File: config.mk
export PLATFORM = sky130hd
export DESIGN_NAME = flash_op_arbiter
export DESIGN_NICKNAME = d
export VERILOG_FILES = /design/src/rtl/flash_arb_pkg.sv /design/src/rtl/flash_op_decode.sv /design/src/rtl/flash_wipe_seq.sv /design/src/rtl/flash_op_arbiter.sv
export SDC_FILE = /design/constraint.sdc
export NUM_CORES = 1
export LEC_CHECK = 0
export CORE_MARGIN = 4
export CORE_UTILIZATION = 44
export DETAILED_ROUTE_END_ITERATION = 16
export GPL_ROUTABILITY_DRIVEN = 0
export PLACE_DENSITY = 0.9
export SYNTH_ARGS = -nofsm -noshare
export SYNTH_HDL_FRONTEND = slang
export SYNTH_SLANG_ARGS = --single-unit
File: constraint.sdc
create_clock -name clk -period 3.36 [get_ports clk]
set_input_delay 1.008 -clock clk [delete_from_list [all_inputs] [get_ports clk]]
set_output_delay 1.008 -clock clk [all_outputs]
set_load 0.005 [all_outputs]
File: src/rtl/flash_arb_pkg.sv
package flash_arb_pkg;

  typedef enum logic [1:0] {
    OP_READ  = 2'b00,
    OP_PROG  = 2'b01,
    OP_ERASE = 2'b10,
    OP_BAD   = 2'b11
  } op_e;

  typedef enum logic [2:0] {
    ST_IDLE,
    ST_SW_BUSY,
    ST_RMA_WAIT,
    ST_RMA_WIPE,
    ST_RMA_DONE
  } arb_st_e;

  localparam logic PART_DATA = 1'b0;
  localparam logic PART_INFO = 1'b1;

endpackage

File: src/rtl/flash_op_decode.sv
module flash_op_decode
  import flash_arb_pkg::*;
(
  input  logic [1:0] op_i,
  input  logic       bank_i,
  output logic       valid_o,
  output logic       bank_o
);

  always_comb begin
    valid_o = (op_i != OP_BAD);
    bank_o  = (op_i == OP_ERASE) && bank_i;
  end

endmodule

File: src/rtl/flash_wipe_seq.sv
module flash_wipe_seq
  import flash_arb_pkg::*;
#(
  parameter int NUM_DATA_PAGES = 8,
  parameter int NUM_INFO_PAGES = 4,
  parameter int PAGE_W         = 3
) (
  input  logic              clk,
  input  logic              rst_n,
  input  logic              step_i,
  output logic              part_o,
  output logic [PAGE_W-1:0] page_o,
  output logic              last_o
);

  localparam logic [PAGE_W-1:0] DATA_LAST = PAGE_W'(NUM_DATA_PAGES - 1);
  localparam logic [PAGE_W-1:0] INFO_LAST = PAGE_W'(NUM_INFO_PAGES - 1);

  logic              part_q, part_d;
  logic [PAGE_W-1:0] page_q, page_d;
  logic              part_end;

  always_comb begin
    part_end = (part_q == PART_DATA) ? (page_q == DATA_LAST) : (page_q == INFO_LAST);
    last_o   = (part_q == PART_INFO) && part_end;
    part_d   = part_q;
    page_d   = page_q;
    if (step_i && !last_o) begin
      if (part_end) begin
        part_d = PART_INFO;
        page_d = '0;
      end else begin
        page_d = page_q + 1'b1;
      end
    end
  end

  always_ff @(posedge clk or negedge rst_n) begin
    if (!rst_n) begin
      part_q <= PART_DATA;
      page_q <= '0;
    end else if (step_i) begin
      part_q <= part_d;
      page_q <= page_d;
    end
  end

  assign part_o = part_q;
  assign page_o = page_q;

  // the page pointer stays inside the page count of the current partition
  p_page_in_range_r7: assert property (@(posedge clk) disable iff (!rst_n)
    (part_q == PART_DATA) ? (page_q <= DATA_LAST) : (page_q <= INFO_LAST));

  // the pointer never returns from the information partition to the data partition
  p_part_order_r7: assert property (@(posedge clk) disable iff (!rst_n)
    part_q == PART_INFO |=> part_q == PART_INFO);

endmodule

File: src/rtl/flash_op_arbiter.sv
module flash_op_arbiter
  import flash_arb_pkg::*;
#(
  parameter int NUM_DATA_PAGES = 8,
  parameter int NUM_INFO_PAGES = 4,
  localparam int MAX_PAGES = (NUM_DATA_PAGES > NUM_INFO_PAGES) ? NUM_DATA_PAGES : NUM_INFO_PAGES,
  localparam int PAGE_W    = (MAX_PAGES > 1) ? $clog2(MAX_PAGES) : 1
) (
  input  logic              clk,
  input  logic              rst_n,
  input  logic              sw_req_i,
  input  logic [1:0]        sw_op_i,
  input  logic              sw_bank_i,
  input  logic              sw_part_i,
  input  logic [PAGE_W-1:0] sw_page_i,
  output logic              sw_done_o,
  output logic              sw_err_o,
  output logic              alert_o,
  input  logic              rma_req_i,
  output logic              rma_ack_o,
  output logic              fl_req_o,
  output logic [1:0]        fl_op_o,
  output logic              fl_bank_o,
  output logic              fl_part_o,
  output logic [PAGE_W-1:0] fl_page_o,
  input  logic              fl_done_i
);

  arb_st_e           state_q, state_d;
  logic              ack_q, ack_d;
  logic              op_valid, op_bank;
  logic              wipe_step, wipe_part, wipe_last;
  logic [PAGE_W-1:0] wipe_page;

  flash_op_decode u_decode (
    .op_i   (sw_op_i),
    .bank_i (sw_bank_i),
    .valid_o(op_valid),
    .bank_o (op_bank)
  );

  assign wipe_step = (state_q == ST_RMA_WIPE) && fl_done_i;

  flash_wipe_seq #(
    .NUM_DATA_PAGES(NUM_DATA_PAGES),
    .NUM_INFO_PAGES(NUM_INFO_PAGES),
    .PAGE_W        (PAGE_W)
  ) u_wipe (
    .clk   (clk),
    .rst_n (rst_n),
    .step_i(wipe_step),
    .part_o(wipe_part),
    .page_o(wipe_page),
    .last_o(wipe_last)
  );

  // next state
  always_comb begin
    state_d = state_q;
    unique case (state_q)
      ST_IDLE: begin
        if (rma_req_i)                 state_d = ST_RMA_WIPE;
        else if (sw_req_i && op_valid) state_d = ST_SW_BUSY;
      end
      ST_SW_BUSY: begin
        if (fl_done_i)      state_d = rma_req_i ? ST_RMA_WIPE : ST_IDLE;
        else if (rma_req_i) state_d = ST_RMA_WAIT;
      end
      ST_RMA_WAIT: if (fl_done_i)              state_d = ST_RMA_WIPE;
      ST_RMA_WIPE: if (fl_done_i && wipe_last) state_d = ST_RMA_DONE;
      ST_RMA_DONE: state_d = ST_RMA_DONE;
      default:     state_d = ST_IDLE;
    endcase
    ack_d = (state_q == ST_RMA_WIPE) && (state_d == ST_RMA_DONE);
  end

  // outputs
  always_comb begin
    sw_done_o = 1'b0;
    sw_err_o  = 1'b0;
    alert_o   = 1'b0;
    fl_req_o  = 1'b0;
    fl_op_o   = OP_READ;
    fl_bank_o = 1'b0;
    fl_part_o = PART_DATA;
    fl_page_o = '0;
    unique case (state_q)
      ST_IDLE: begin
        if (sw_req_i && !op_valid && !rma_req_i) begin
          sw_done_o = 1'b1;
          sw_err_o  = 1'b1;
          alert_o   = 1'b1;
        end
      end
      ST_SW_BUSY, ST_RMA_WAIT: begin
        fl_req_o  = 1'b1;
        fl_op_o   = sw_op_i;
        fl_bank_o = op_bank;
        fl_part_o = sw_part_i;
        fl_page_o = sw_page_i;
        sw_done_o = fl_done_i;
      end
      ST_RMA_WIPE: begin
        fl_req_o  = 1'b1;
        fl_op_o   = OP_ERASE;
        fl_part_o = wipe_part;
        fl_page_o = wipe_page;
      end
      ST_RMA_DONE: begin
        sw_done_o = sw_req_i;
        sw_err_o  = sw_req_i;
      end
      default: ;
    endcase
  end

  // registers
  always_ff @(posedge clk or negedge rst_n) begin
    if (!rst_n) begin
      state_q <= ST_IDLE;
      ack_q   <= 1'b0;
    end else begin
      state_q <= state_d;
      ack_q   <= ack_d;
    end
  end

  assign rma_ack_o = ack_q;

  // the terminal state never issues a flash command
  p_locked_no_cmd_r9: assert property (@(posedge clk) disable iff (!rst_n)
    state_q == ST_RMA_DONE |-> !fl_req_o);

  // the terminal state is left only through reset
  p_locked_sticky_r9: assert property (@(posedge clk) disable iff (!rst_n)
    state_q == ST_RMA_DONE |=> state_q == ST_RMA_DONE);

  // the acknowledge lasts one cycle
  p_ack_single_r8: assert property (@(posedge clk) disable iff (!rst_n)
    rma_ack_o |=> !rma_ack_o);

  // the acknowledge marks the first cycle of the terminal state
  p_ack_entry_r8: assert property (@(posedge clk) disable iff (!rst_n)
    rma_ack_o |-> (state_q == ST_RMA_DONE) && ($past(state_q) == ST_RMA_WIPE));

  // a refused command issues nothing to the flash side
  p_refuse_no_cmd_r5: assert property (@(posedge clk) disable iff (!rst_n)
    sw_err_o |-> !fl_req_o);

  // the bank flag only travels with an erase
  p_bank_only_erase_r3: assert property (@(posedge clk) disable iff (!rst_n)
    fl_bank_o |-> fl_req_o && (fl_op_o == OP_ERASE));

  // a clean software completion coincides with the flash done
  p_done_from_flash_r4: assert property (@(posedge clk) disable iff (!rst_n)
    sw_done_o && !sw_err_o |-> fl_done_i && fl_req_o);

  // a pending RMA keeps the in-flight software command on the flash side
  p_wait_keeps_sw_r6: assert property (@(posedge clk) disable iff (!rst_n)
    state_q == ST_RMA_WAIT && !fl_done_i |=> state_q == ST_RMA_WAIT);

  // wipe commands are page erases
  p_wipe_page_erase_r7: assert property (@(posedge clk) disable iff (!rst_n)
    state_q == ST_RMA_WIPE |-> fl_req_o && (fl_op_o == OP_ERASE) && !fl_bank_o);

  // the flash-side command holds steady until done
  p_cmd_stable_r11: assert property (@(posedge clk) disable iff (!rst_n)
    fl_req_o && !fl_done_i |=> fl_req_o && $stable(fl_op_o) && $stable(fl_page_o) && $stable(fl_part_o));

endmodule

# Yosys cells after proc, flatten, opt, wreduce, memory -nomap -nowiden

Index checks and enable logic that the tools add are counted.

Flip-flop bits (word level): 8
Logic and storage cells: 50

Add/subtract/negate cells: 1
Equality and inequality tests: 9
Multiplexer cells: 19
Reduce and logical (&&, ||, !) cells: 17

Operators by type and width:

| kind                  | count |
|---|---|
| $mux W3               | 7 |
| $pmux W3 S5           | 1 |
| $eq A3 B2 Y1 const B  | 3 |
| $eq A3 B3 Y1 const B  | 3 |
| $logic_and A1 B1 Y1   | 9 |
| $pmux W3 S2           | 1 |
| $mux W1               | 5 |
| $pmux W1 S2           | 2 |
| $pmux W2 S2           | 1 |
| $add A3 B1 Y3 const B | 1 |
| $eq A3 B1 Y1 const B  | 1 |
| $logic_not A1 Y1      | 3 |
| $logic_not A3 Y1      | 1 |
| $pmux W1 S3           | 1 |
| $reduce_and A3 Y1     | 1 |
| $reduce_or A3 Y1      | 1 |
| $eq A2 B2 Y1 const B  | 1 |
| $mux W2               | 1 |
| $ne A2 B2 Y1 const B  | 1 |
| $reduce_and A2 Y1     | 1 |
| $reduce_or A2 Y1      | 1 |

# Logic depth before layout (Yosys ltp)

Gate-level depths: netlist (run 1).

Depth in word-level cells: 8
Mapped depth: 4
Gate-level depth less buffers: 4

# By module

A second synthesis (run 1) with hierarchy kept.

Cell total of the unflattened synthesis: 69
Area, all modules: 621.8 um^2

Modules (own cells, without submodules):

| module           | times used | cells an instance | area an instance (um^2) | seq. area each (um^2) |
|---|---|---|---|---|
| flash_op_arbiter | 1          | 51                | 420.4                   | 100.1 |
| flash_wipe_seq   | 1          | 16                | 188.9                   | 100.1 |
| flash_op_decode  | 1          | 2                 | 12.5                    | 0.0 |

# Worst setup path before layout (run 1)

No wires, ideal clock.

Path kind: input to output
Start: input sw_op_i[0]
End: output sw_done_o
Arrival: 1.559 ns
Data required time: 2.352 ns
Slack: 0.793 ns
Stages: 3
Path buffers: 0
Cells stage by stage: and3b_1 o211a_1 a21o_1

Word-level cells in the longest chain between the ends: 6

RTL lines:

| item                              | RTL line               | source |
|---|---|---|
| from (decl)                       | flash_op_arbiter.sv:12 | `input logic [1:0] sw_op_i,` |
| $ne A2 B2 Y1                      | flash_op_decode.sv:11  | `valid_o = (op_i != OP_BAD);` |
| $logic_not A1 Y1                  | flash_op_arbiter.sv:89 | `if (sw_req_i && !op_valid && !rma_req_i) begin` |
| $logic_and A1 B1 Y1 (2 in series) | flash_op_arbiter.sv:89 |  |
| $mux W1                           | flash_op_arbiter.sv:89 |  |
| $pmux W1 S3                       | flash_op_arbiter.sv:87 | `unique case (state_q)` |
| to (decl)                         | flash_op_arbiter.sv:16 | `output logic sw_done_o,` |

No other way between the ends.

# Worst setup path after layout (run 1)

Start: input rma_req_i
End: output sw_done_o

Word-level cells in the longest chain between the ends: 4

RTL lines:

| item                | RTL line               | source |
|---|---|---|
| from (decl)         | flash_op_arbiter.sv:19 | `input logic rma_req_i,` |
| $logic_not A1 Y1    | flash_op_arbiter.sv:89 |  |
| $logic_and A1 B1 Y1 | flash_op_arbiter.sv:89 |  |
| $mux W1             | flash_op_arbiter.sv:89 |  |
| $pmux W1 S3         | flash_op_arbiter.sv:87 |  |

No other way between the ends.

==> results of run 1 <==
## kinds of logic after synthesis
logic type | count (synthesis) | synth area share, %
flip-flops | 8 | 33.2
multiplexers | 6 | 12.4
adder cells (fa/ha/maj) | 1 | 2.07
AND/OR/NAND/NOR | 31 | 25.7
AO/OA/AOI/OAI | 17 | 20.5
XOR/XNOR | 2 | 2.91
buffers and inverters | 3 | 3.11
## flip-flops by register name, indices dropped and copies added (netlist names)
name,cells
u_wipe.part_o,1
u_wipe.page_o,3
state_q,3
rma_ack_o,1
## per-stage QoR
stage | setup TNS, ns | power [mW]
final | 0 | 0.676
after global routing | 0 | 0.741
after CTS | 0 | 0.685
after detailed placement | -0.216 | 0.637
after global placement | -0.108 | 0.615
after floorplan | 0 | 0.451
## metal layers
metal / global-route usage (%) / vias to the layer above / routed length [um]
li1: - / 309 / -
met1: 20.7 / 292 / 584
met5: 0 / - / 0
met4: 13.5 / 0 / 47
met2: 30.8 / 24 / 787
met3: 4.38 / 4 / 87
## synthesized netlist by cell type
cell	count
sky130_fd_sc_hd__a21oi_1	2
sky130_fd_sc_hd__o41ai_1	1
sky130_fd_sc_hd__nor3_1	3
sky130_fd_sc_hd__ha_1	1
sky130_fd_sc_hd__nand3_1	2
sky130_fd_sc_hd__o21ai_0	2
sky130_fd_sc_hd__and2b_1	1
sky130_fd_sc_hd__nand2_1	5
sky130_fd_sc_hd__o21a_1	1
sky130_fd_sc_hd__xnor2_1	2
sky130_fd_sc_hd__buf_4	2
sky130_fd_sc_hd__o22ai_1	1
sky130_fd_sc_hd__clkbuf_1	1
sky130_fd_sc_hd__nor4_1	1
sky130_fd_sc_hd__a21o_1	2
sky130_fd_sc_hd__and4b_1	1
sky130_fd_sc_hd__a221o_1	1
sky130_fd_sc_hd__a22oi_1	4
sky130_fd_sc_hd__a31o_2	1
sky130_fd_sc_hd__or2b_1	1
sky130_fd_sc_hd__and2_1	1
sky130_fd_sc_hd__mux2_4	2
sky130_fd_sc_hd__nand4b_1	1
sky130_fd_sc_hd__nand3b_1	1
sky130_fd_sc_hd__and3b_1	1
sky130_fd_sc_hd__nor2_1	13
sky130_fd_sc_hd__mux2_2	4
sky130_fd_sc_hd__dfrtp_1	8
sky130_fd_sc_hd__o211a_1	1
sky130_fd_sc_hd__a21boi_0	1
## worst max path at each step
| stage | cells past startpoint | slack, ns | endpoint | from |
|---|---|---|---|---|
| 3_5_place_dp | 5 | -0.13 | sw_done_o | rma_req_i |
| 2_1_floorplan | 3 | 0.79 | sw_done_o | sw_op_i[0] |
| 5_1_grt | 5 | 0.006 | sw_done_o | rma_req_i |
| 4_1_cts | 4 | 0.002 | sw_err_o | rma_req_i |
| 3_3_place_gp | 5 | -0.09 | sw_done_o | rma_req_i |
| 6_report | 5 | 0.06 | sw_done_o | rma_req_i |
## report_power, final
group | internal [mW] | leakage [nW] | switching (mW)
combinational | 0.238 | 0.348 | 0.145
sequential | 0.135 | 0.0940 | 0.0848
clock | 0.0409 | 0.0138 | 0.0328
total | 0.414 | 0.456 | 0.262
## what timing repair did
action	4_1_cts	5_1_grt
cloned	0	0
endpoints found under the setup margin	6	3
gates resized for setup	6	3
pin swaps	0	1
buffers inserted	0	0
## cell type report
type / instances / area, sq um
Clock buffer: 3 / 22.5
Timing Repair Buffer: 28 / 268
Multi-Input combinational cell: 57 / 384
Sequential cell: 8 / 200
Fill cell: 106 / 408
Tap cell: 15 / 18.8
==> impl_table.tex, run 1 <==
\begin{tabular}{lr}
\hline
Metric & Value \\
\hline
\multicolumn{2}{l}{\textbf{Setup path}} \\
\quad Largest delay contributor family on the critical path & buffers and inverters \\
\quad Highest net fanout along the worst path & 2 \\
\quad Critical path class & in -> out \\
\quad Endpoint class of the critical path & primary output \\
\quad Cell with the largest stage delay on the worst path & sky130\_fd\_sc\_hd\_\_clkdlybuf4s50\_1 \\
\quad Reg-to-reg critical path endpoint & state\_q[0]\$\_DFF\_PN0\_ \\
\quad Cell breakdown of the critical path & clkdlybuf4s50\_1 -> and3b\_1 -> o211a\_1 -> a21o\_1 -> dlygate4sd2\_1 \\
\quad Arrival @ worst endpoint & 2.29 ns \\
\quad Required time at the endpoint of the critical path & 2.35 ns \\
\quad Count of buffering cells on the critical path with inverters included & 2 \\
\quad Startpoint of the worst-slack reg-to-reg timing path & u\_wipe.page\_o[0]\$\_DFFE\_PN0P\_ \\
\quad Startpoint type of the worst setup path & primary input \\
\quad Cell count of the worst reg-to-reg path & 4 \\
\quad Longest individual stage delay on the worst path & 0.47 ns \\
\quad Worst setup slack for register-to-register paths & 1.92 ns \\
\multicolumn{2}{l}{\textbf{Synth}} \\
\quad Cell taking the most area after synthesis & sky130\_fd\_sc\_hd\_\_dfrtp\_1 \\
\quad Gate count after technology mapping & 68 \\
\quad Ranking of synthesized cells by area & sky130\_fd\_sc\_hd\_\_dfrtp\_1 33\%, sky130\_fd\_sc\_hd\_\_nor2\_1 8.1\%, sky130\_fd\_sc\_hd\_\_mux2\_2 7.5\%, sky130\_fd\_sc\_hd\_\_a22oi\_1 5.0\%, sky130\_fd\_sc\_hd\_\_mux2\_4 5.0\% \\
\quad Synth Net Count & 81 \\
\quad Cell area after synthesis & 603 sq um \\
\quad Fraction of synthesized cell area taken by the top area cell type & 33.2\% \\
\quad Register area share after synthesis & 33.2\% \\
\quad Count of cell types in the netlist & 30 \\
\quad Post-Syn Area per Cell & 8.87 sq um \\
\quad Flop and latch count out of synthesis & 8 \\
\quad Synth Warn \# & 0 \\
\multicolumn{2}{l}{\textbf{Place}} \\
\quad Number of port buffers & 23 \\
\quad Count of placed standard cells including taps & 108 \\
\quad Detailed placement HPWL & 1.16 mm \\
\quad Standard cell area after detailed placement & 871 sq um \\
\quad Placement Setup Slack & -0.134 ns \\
\multicolumn{2}{l}{\textbf{Die}} \\
\quad Die outline height & 45.0 um \\
\quad Chip Width & 45.0 um \\
\quad Starting density of the core & 46.3\% \\
\quad Core box area & 1300 sq um \\
\quad Full die area & 2030 sq um \\
\quad Site row count & 13 \\
\quad I/O pins & 24 \\
\multicolumn{2}{l}{\textbf{Routing}} \\
\quad Wire per inst & 13.6 um \\
\quad Via density & 5.67 \\
\quad Post-detailed-route DRC marker count & 0 \\
\quad DRT antenna net count & 0 \\
\quad First-pass DRT Iterations & 4 \\
\quad Via total after detailed routing & 629 \\
\quad Iter 0 DRT Violations & 10 \\
\quad Total routed wirelength & 1.51 mm \\
\multicolumn{2}{l}{\textbf{Hold path}} \\
\quad Worst hold-check path type & reg -> reg \\
\quad Hold Path Cell Cnt & 1 \\
\quad Hold EP & u\_wipe.page\_o[1]\$\_DFFE\_PN0P\_ \\
\quad Source of the worst hold timing path & u\_wipe.page\_o[1]\$\_DFFE\_PN0P\_ \\
\multicolumn{2}{l}{\textbf{Layout}} \\
\quad Final core utilization & 68.7\% \\
\quad Fraction of final layout cells sized beyond drive strength 1 & 15.6\% \\
\quad Top library cells by usage in the layout, fill and taps aside & 14 x sky130\_fd\_sc\_hd\_\_clkdlybuf4s50\_1, 13 x sky130\_fd\_sc\_hd\_\_nor2\_1, 8 x sky130\_fd\_sc\_hd\_\_dfrtp\_1, 6 x sky130\_fd\_sc\_hd\_\_dlygate4sd2\_1 \\
\quad Number of standard cells in the final layout excluding fillers & 111 \\
\quad Post-route design area & 893 sq um \\
\quad Final net count & 111 \\
\quad Leading cell type in the layout, fill and taps excluded & sky130\_fd\_sc\_hd\_\_clkdlybuf4s50\_1 \\
\quad Antenna diode instance count & 0 \\
\quad Synth-to-layout area growth & 48.1\% \\
\multicolumn{2}{l}{\textbf{Timing}} \\
\quad Count of final max-slew check failures & 0 \\
\quad Slew @ Worst Pin & 0.457 ns \\
\quad Fraction of the cycle the final worst path needs & 98.1\% \\
\quad Min Clock Period, post-route & 3.30 ns \\
\quad Worst Hold Margin & 0.561 ns \\
\quad Number of failing hold endpoints at the final stage & 0 \\
\quad Achievable frequency & 303 MHz \\
\quad Setup Skew & 0.00431 ns \\
\quad Relative slew slack & 69.5\% \\
\quad Final WS setup & 0.0632 ns \\
\quad Setup-violating endpoint count in the final report & 0 \\
\quad Unrepaired setup endpoints after global routing & no \\
\multicolumn{2}{l}{\textbf{GRT}} \\
\quad Number of antenna violations at the first check in global routing & 0 \\
\quad First-pass GRT wire length & 2.71 mm \\
\quad Largest net degree at the start of global routing & 17 \\
\quad Via count of the first global-routing pass & 639 \\
\quad Global route overflow & 0 \\
\quad Total Routing Usage GR & 18.7\% \\
\multicolumn{2}{l}{\textbf{CTS}} \\
\quad Clk sink count & 8 \\
\quad Root buffer cell & sky130\_fd\_sc\_hd\_\_clkbuf\_4 \\
\quad Number of buffers on the longest clock path & 2 \\
\quad Clock tree from TritonCTS & built \\
\quad CTS Buf Count & 3 \\
\quad Worst skew pair latency & 0.25 ns \\
\quad Count of H-tree levels built during CTS & 1 \\
\quad Clock slew seen by the registers of the worst setup and hold paths & 0.06 ns \\
\quad Count of hold buffers inserted by post-cts repair & 0 \\
\multicolumn{2}{l}{\textbf{Power}} \\
\quad Power density relative to cell area & 757 nW/um\^{}2 \\
\quad Leakage & 0.456 nW \\
\quad Peak supply drop & 0.360 mV \\
\multicolumn{2}{l}{\textbf{Job}} \\
\quad Max-cap violation count & 0 \\
\multicolumn{2}{l}{\textbf{Outcome}} \\
\quad Outcome & finished clean \\
\hline
\end{tabular}
Note: power is estimated with default switching activity, not from simulation.
==> run 2, diff against run 1 <==
- clock period: 3.36 -> 4 ns (I/O delays scaled with it)
==> impl_table.tex, run 2 (synthesis gave the netlist of run 1 again) <==
\begin{tabular}{lr}
\hline
Metric & Value \\
\hline
\multicolumn{2}{l}{\textbf{Outcome}} \\
\quad Outcome & finished clean (unchanged) \\
\multicolumn{2}{l}{\textbf{CTS}} \\
\quad Count of hold buffers inserted by post-cts repair & 0 (unchanged) \\
\quad Root buffer cell & sky130\_fd\_sc\_hd\_\_clkbuf\_4 (unchanged) \\
\quad CTS Buf Count & 3 (unchanged) \\
\quad Clk sink count & 8 (unchanged) \\
\quad Number of buffers on the longest clock path & 2 (unchanged) \\
\quad Worst skew pair latency & 0.26 ns (was 0.25 ns) \\
\quad Clock slew seen by the registers of the worst setup and hold paths & 0.05 ns (was 0.06 ns) \\
\quad Clock tree from TritonCTS & built (unchanged) \\
\quad Post-CTS setup repair buffer count & 0 (unchanged) \\
\quad Gates resized, CTS repair & 0 (was 6) \\
\quad Count of H-tree levels built during CTS & 1 (unchanged) \\
\multicolumn{2}{l}{\textbf{Timing}} \\
\quad Number of failing hold endpoints at the final stage & 0 (unchanged) \\
\quad Unrepaired setup endpoints after global routing & no (unchanged) \\
\quad Achievable frequency & 256 MHz \\
\quad Min Clock Period, post-route & 3.91 ns \\
\quad Final WS setup & 0.0941 ns (was 0.0632 ns) \\
\quad Fraction of the cycle the final worst path needs & 97.6\% \\
\quad Relative slew slack & 69.5\% (about the same) \\
\quad Setup total negative slack & 0 ns (unchanged) \\
\quad Count of final max-slew check failures & 0 (unchanged) \\
\quad Setup Skew & 0.000286 ns (was 0.00431 ns) \\
\quad Setup-violating endpoint count in the final report & 0 (unchanged) \\
\quad Slew @ Worst Pin & 0.457 ns (about the same) \\
\multicolumn{2}{l}{\textbf{Routing}} \\
\quad DRT antenna net count & 0 (unchanged) \\
\quad Iter 0 DRT Violations & 14 (was 10) \\
\quad Wire per inst & 13.5 um (was 13.6 um) \\
\quad Via total after detailed routing & 613 (was 629) \\
\quad Post-detailed-route DRC marker count & 0 (unchanged) \\
\quad First-pass DRT Iterations & 4 (unchanged) \\
\quad Via density & 5.73 (was 5.67) \\
\quad Total routed wirelength & 1.44 mm (was 1.51 mm) \\
\multicolumn{2}{l}{\textbf{Place}} \\
\quad Count of placed standard cells including taps & 104 (was 108) \\
\quad Placement Setup Slack & 0.107 ns (was -0.134 ns) \\
\quad Number of port buffers & 23 (unchanged) \\
\quad Detailed placement HPWL & 1.10 mm (was 1.16 mm) \\
\multicolumn{2}{l}{\textbf{Power}} \\
\quad Power density relative to cell area & 678 nW/um\^{}2 (was 757 nW/um\^{}2) \\
\quad Switching component of the power & 0.215 mW (was 0.262 mW) \\
\quad Portion of total power attributed to sequential cells & 31.2\% (was 32.5\%) \\
\quad Clock Power Share & 10.7\% (was 10.9\%) \\
\quad Sw Share & 36.7\% (was 38.8\%) \\
\quad Peak supply drop & 0.354 mV (was 0.360 mV) \\
\quad Combinational fraction of design power & 58.1\% (was 56.6\%) \\
\quad Internal Pwr Total & 0.370 mW (was 0.414 mW) \\
\quad Leakage & 0.385 nW (was 0.456 nW) \\
\multicolumn{2}{l}{\textbf{Layout}} \\
\quad Leading cell type in the layout, fill and taps excluded & sky130\_fd\_sc\_hd\_\_clkdlybuf4s50\_1 (unchanged) \\
\quad Final core utilization & 66.3\% (was 68.7\%) \\
\quad Number of standard cells in the final layout excluding fillers & 107 (was 111) \\
\quad Antenna diode instance count & 0 (unchanged) \\
\quad Top library cells by usage in the layout, fill and taps aside & 23 x sky130\_fd\_sc\_hd\_\_clkdlybuf4s50\_1, 13 x sky130\_fd\_sc\_hd\_\_nor2\_1, 8 x sky130\_fd\_sc\_hd\_\_dfrtp\_1, 5 x sky130\_fd\_sc\_hd\_\_nand2\_1 (was 14 x sky130\_fd\_sc\_hd\_\_clkdlybuf4s50\_1, 13 x sky130\_fd\_sc\_hd\_\_nor2\_1, 8 x sky130\_fd\_sc\_hd\_\_dfrtp\_1, 6 x sky130\_fd\_sc\_hd\_\_dlygate4sd2\_1) \\
\quad Final net count & 107 (was 111) \\
\quad Fraction of final layout cells sized beyond drive strength 1 & 12.0\% (was 15.6\%) \\
\quad Synth-to-layout area growth & 43.2\% (was 48.1\%) \\
\multicolumn{2}{l}{\textbf{GRT}} \\
\quad Via count of the first global-routing pass & 587 (was 639) \\
\quad Global route overflow & 0 (unchanged) \\
\quad Largest net degree at the start of global routing & 17 (unchanged) \\
\quad Number of antenna violations at the first check in global routing & 0 (unchanged) \\
\quad Total Routing Usage GR & 15.9\% (was 18.7\%) \\
\quad First-pass GRT wire length & 2.34 mm (was 2.71 mm) \\
\multicolumn{2}{l}{\textbf{Die}} \\
\quad Die outline height & 45.0 um (unchanged) \\
\quad Chip Width & 45.0 um (unchanged) \\
\quad Site row count & 13 (unchanged) \\
\quad Full die area & 2030 sq um (unchanged) \\
\quad I/O pins & 24 (unchanged) \\
\quad Starting density of the core & 46.3\% (unchanged) \\
\quad Core box area & 1300 sq um (unchanged) \\
\multicolumn{2}{l}{\textbf{Setup path}} \\
\quad Worst setup slack for register-to-register paths & 2.58 ns (was 1.92 ns) \\
\quad Startpoint type of the worst setup path & primary input (unchanged) \\
\quad Highest net fanout along the worst path & 5 (was 2) \\
\quad Arrival @ worst endpoint & 2.71 ns (was 2.29 ns) \\
\quad Critical path class & in -> out (unchanged) \\
\quad Endpoint class of the critical path & primary output (unchanged) \\
\quad Required time at the endpoint of the critical path & 2.80 ns (was 2.35 ns) \\
\multicolumn{2}{l}{\textbf{Job}} \\
\quad Max-cap violation count & 0 (unchanged) \\
\multicolumn{2}{l}{\textbf{Hold path}} \\
\quad Worst hold-check path type & reg -> reg (unchanged) \\
\hline
\end{tabular}
-- run 2: cell count changes in the layout (fill, tap and decap cells not counted) --
cell                              before  now
sky130_fd_sc_hd__dlymetal6s2s_1        3    0
sky130_fd_sc_hd__buf_4                 5    1
sky130_fd_sc_hd__dlygate4sd2_1         6    0
sky130_fd_sc_hd__clkdlybuf4s50_1      14   23
-- run 2: path summary, 6_finish.rpt --
path	start	to	cells after the start
min in group asynchronous	rst_n	u_wipe.part_o$_DFFE_PN0P_	1
min reg2reg	u_wipe.page_o[1]$_DFFE_PN0P_	u_wipe.page_o[1]$_DFFE_PN0P_	1
min	u_wipe.page_o[1]$_DFFE_PN0P_	u_wipe.page_o[1]$_DFFE_PN0P_	1
max reg2reg	state_q[0]$_DFF_PN0_	u_wipe.page_o[2]$_DFFE_PN0P_	3
max in group asynchronous	rst_n	state_q[0]$_DFF_PN0_	1
max	sw_op_i[1]	sw_done_o	5
-- run 2: cell type report --
class	count	area, sq um
fillers	116	438
multi-input cells	57	384
repair buffers	24	238
flip-flops and latches	8	200
clock buffers	3	22.5
well taps	15	18.8
-- run 2: power groups by stage --
stage                     sequential [mW]  combinational (mW)  clock (mW)
after floorplan                     0.147               0.232           0
after global placement              0.182               0.334           0
after detailed placement            0.183               0.343           0
after CTS                           0.181               0.344      0.0653
after global routing                0.191               0.373      0.0686
final                               0.183               0.340      0.0624
-- run 2: through the flow --
step / power, mW / hold slack [ns] / instance area (sq um)
2_1_floorplan: 0.379 / 0.502 / 603
3_3_place_gp: 0.516 / 0.531 / 841
3_5_place_dp: 0.526 / 0.541 / 841
4_1_cts: 0.591 / 0.554 / 863
5_1_grt: 0.632 / 0.576 / 863
6_report: 0.585 / 0.561 / 863
-- run 2: worst max-delay path, stage by stage --
cell                              delay (ns)
sky130_fd_sc_hd__clkdlybuf4s50_1        0.47
sky130_fd_sc_hd__and3b_1                0.21
sky130_fd_sc_hd__o211a_1                0.23
sky130_fd_sc_hd__a21o_1                 0.15
sky130_fd_sc_hd__clkdlybuf4s50_1        0.44
-- run 2: per-layer routing --
| metal | track usage (%) | routed length [um] |
|---|---|---|
| met1 | 17.2 | 589 |
| met2 | 26.6 | 717 |
| met3 | 6.37 | 110 |
| met4 | 8.19 | 23 |
| met5 | 0 | 0 |
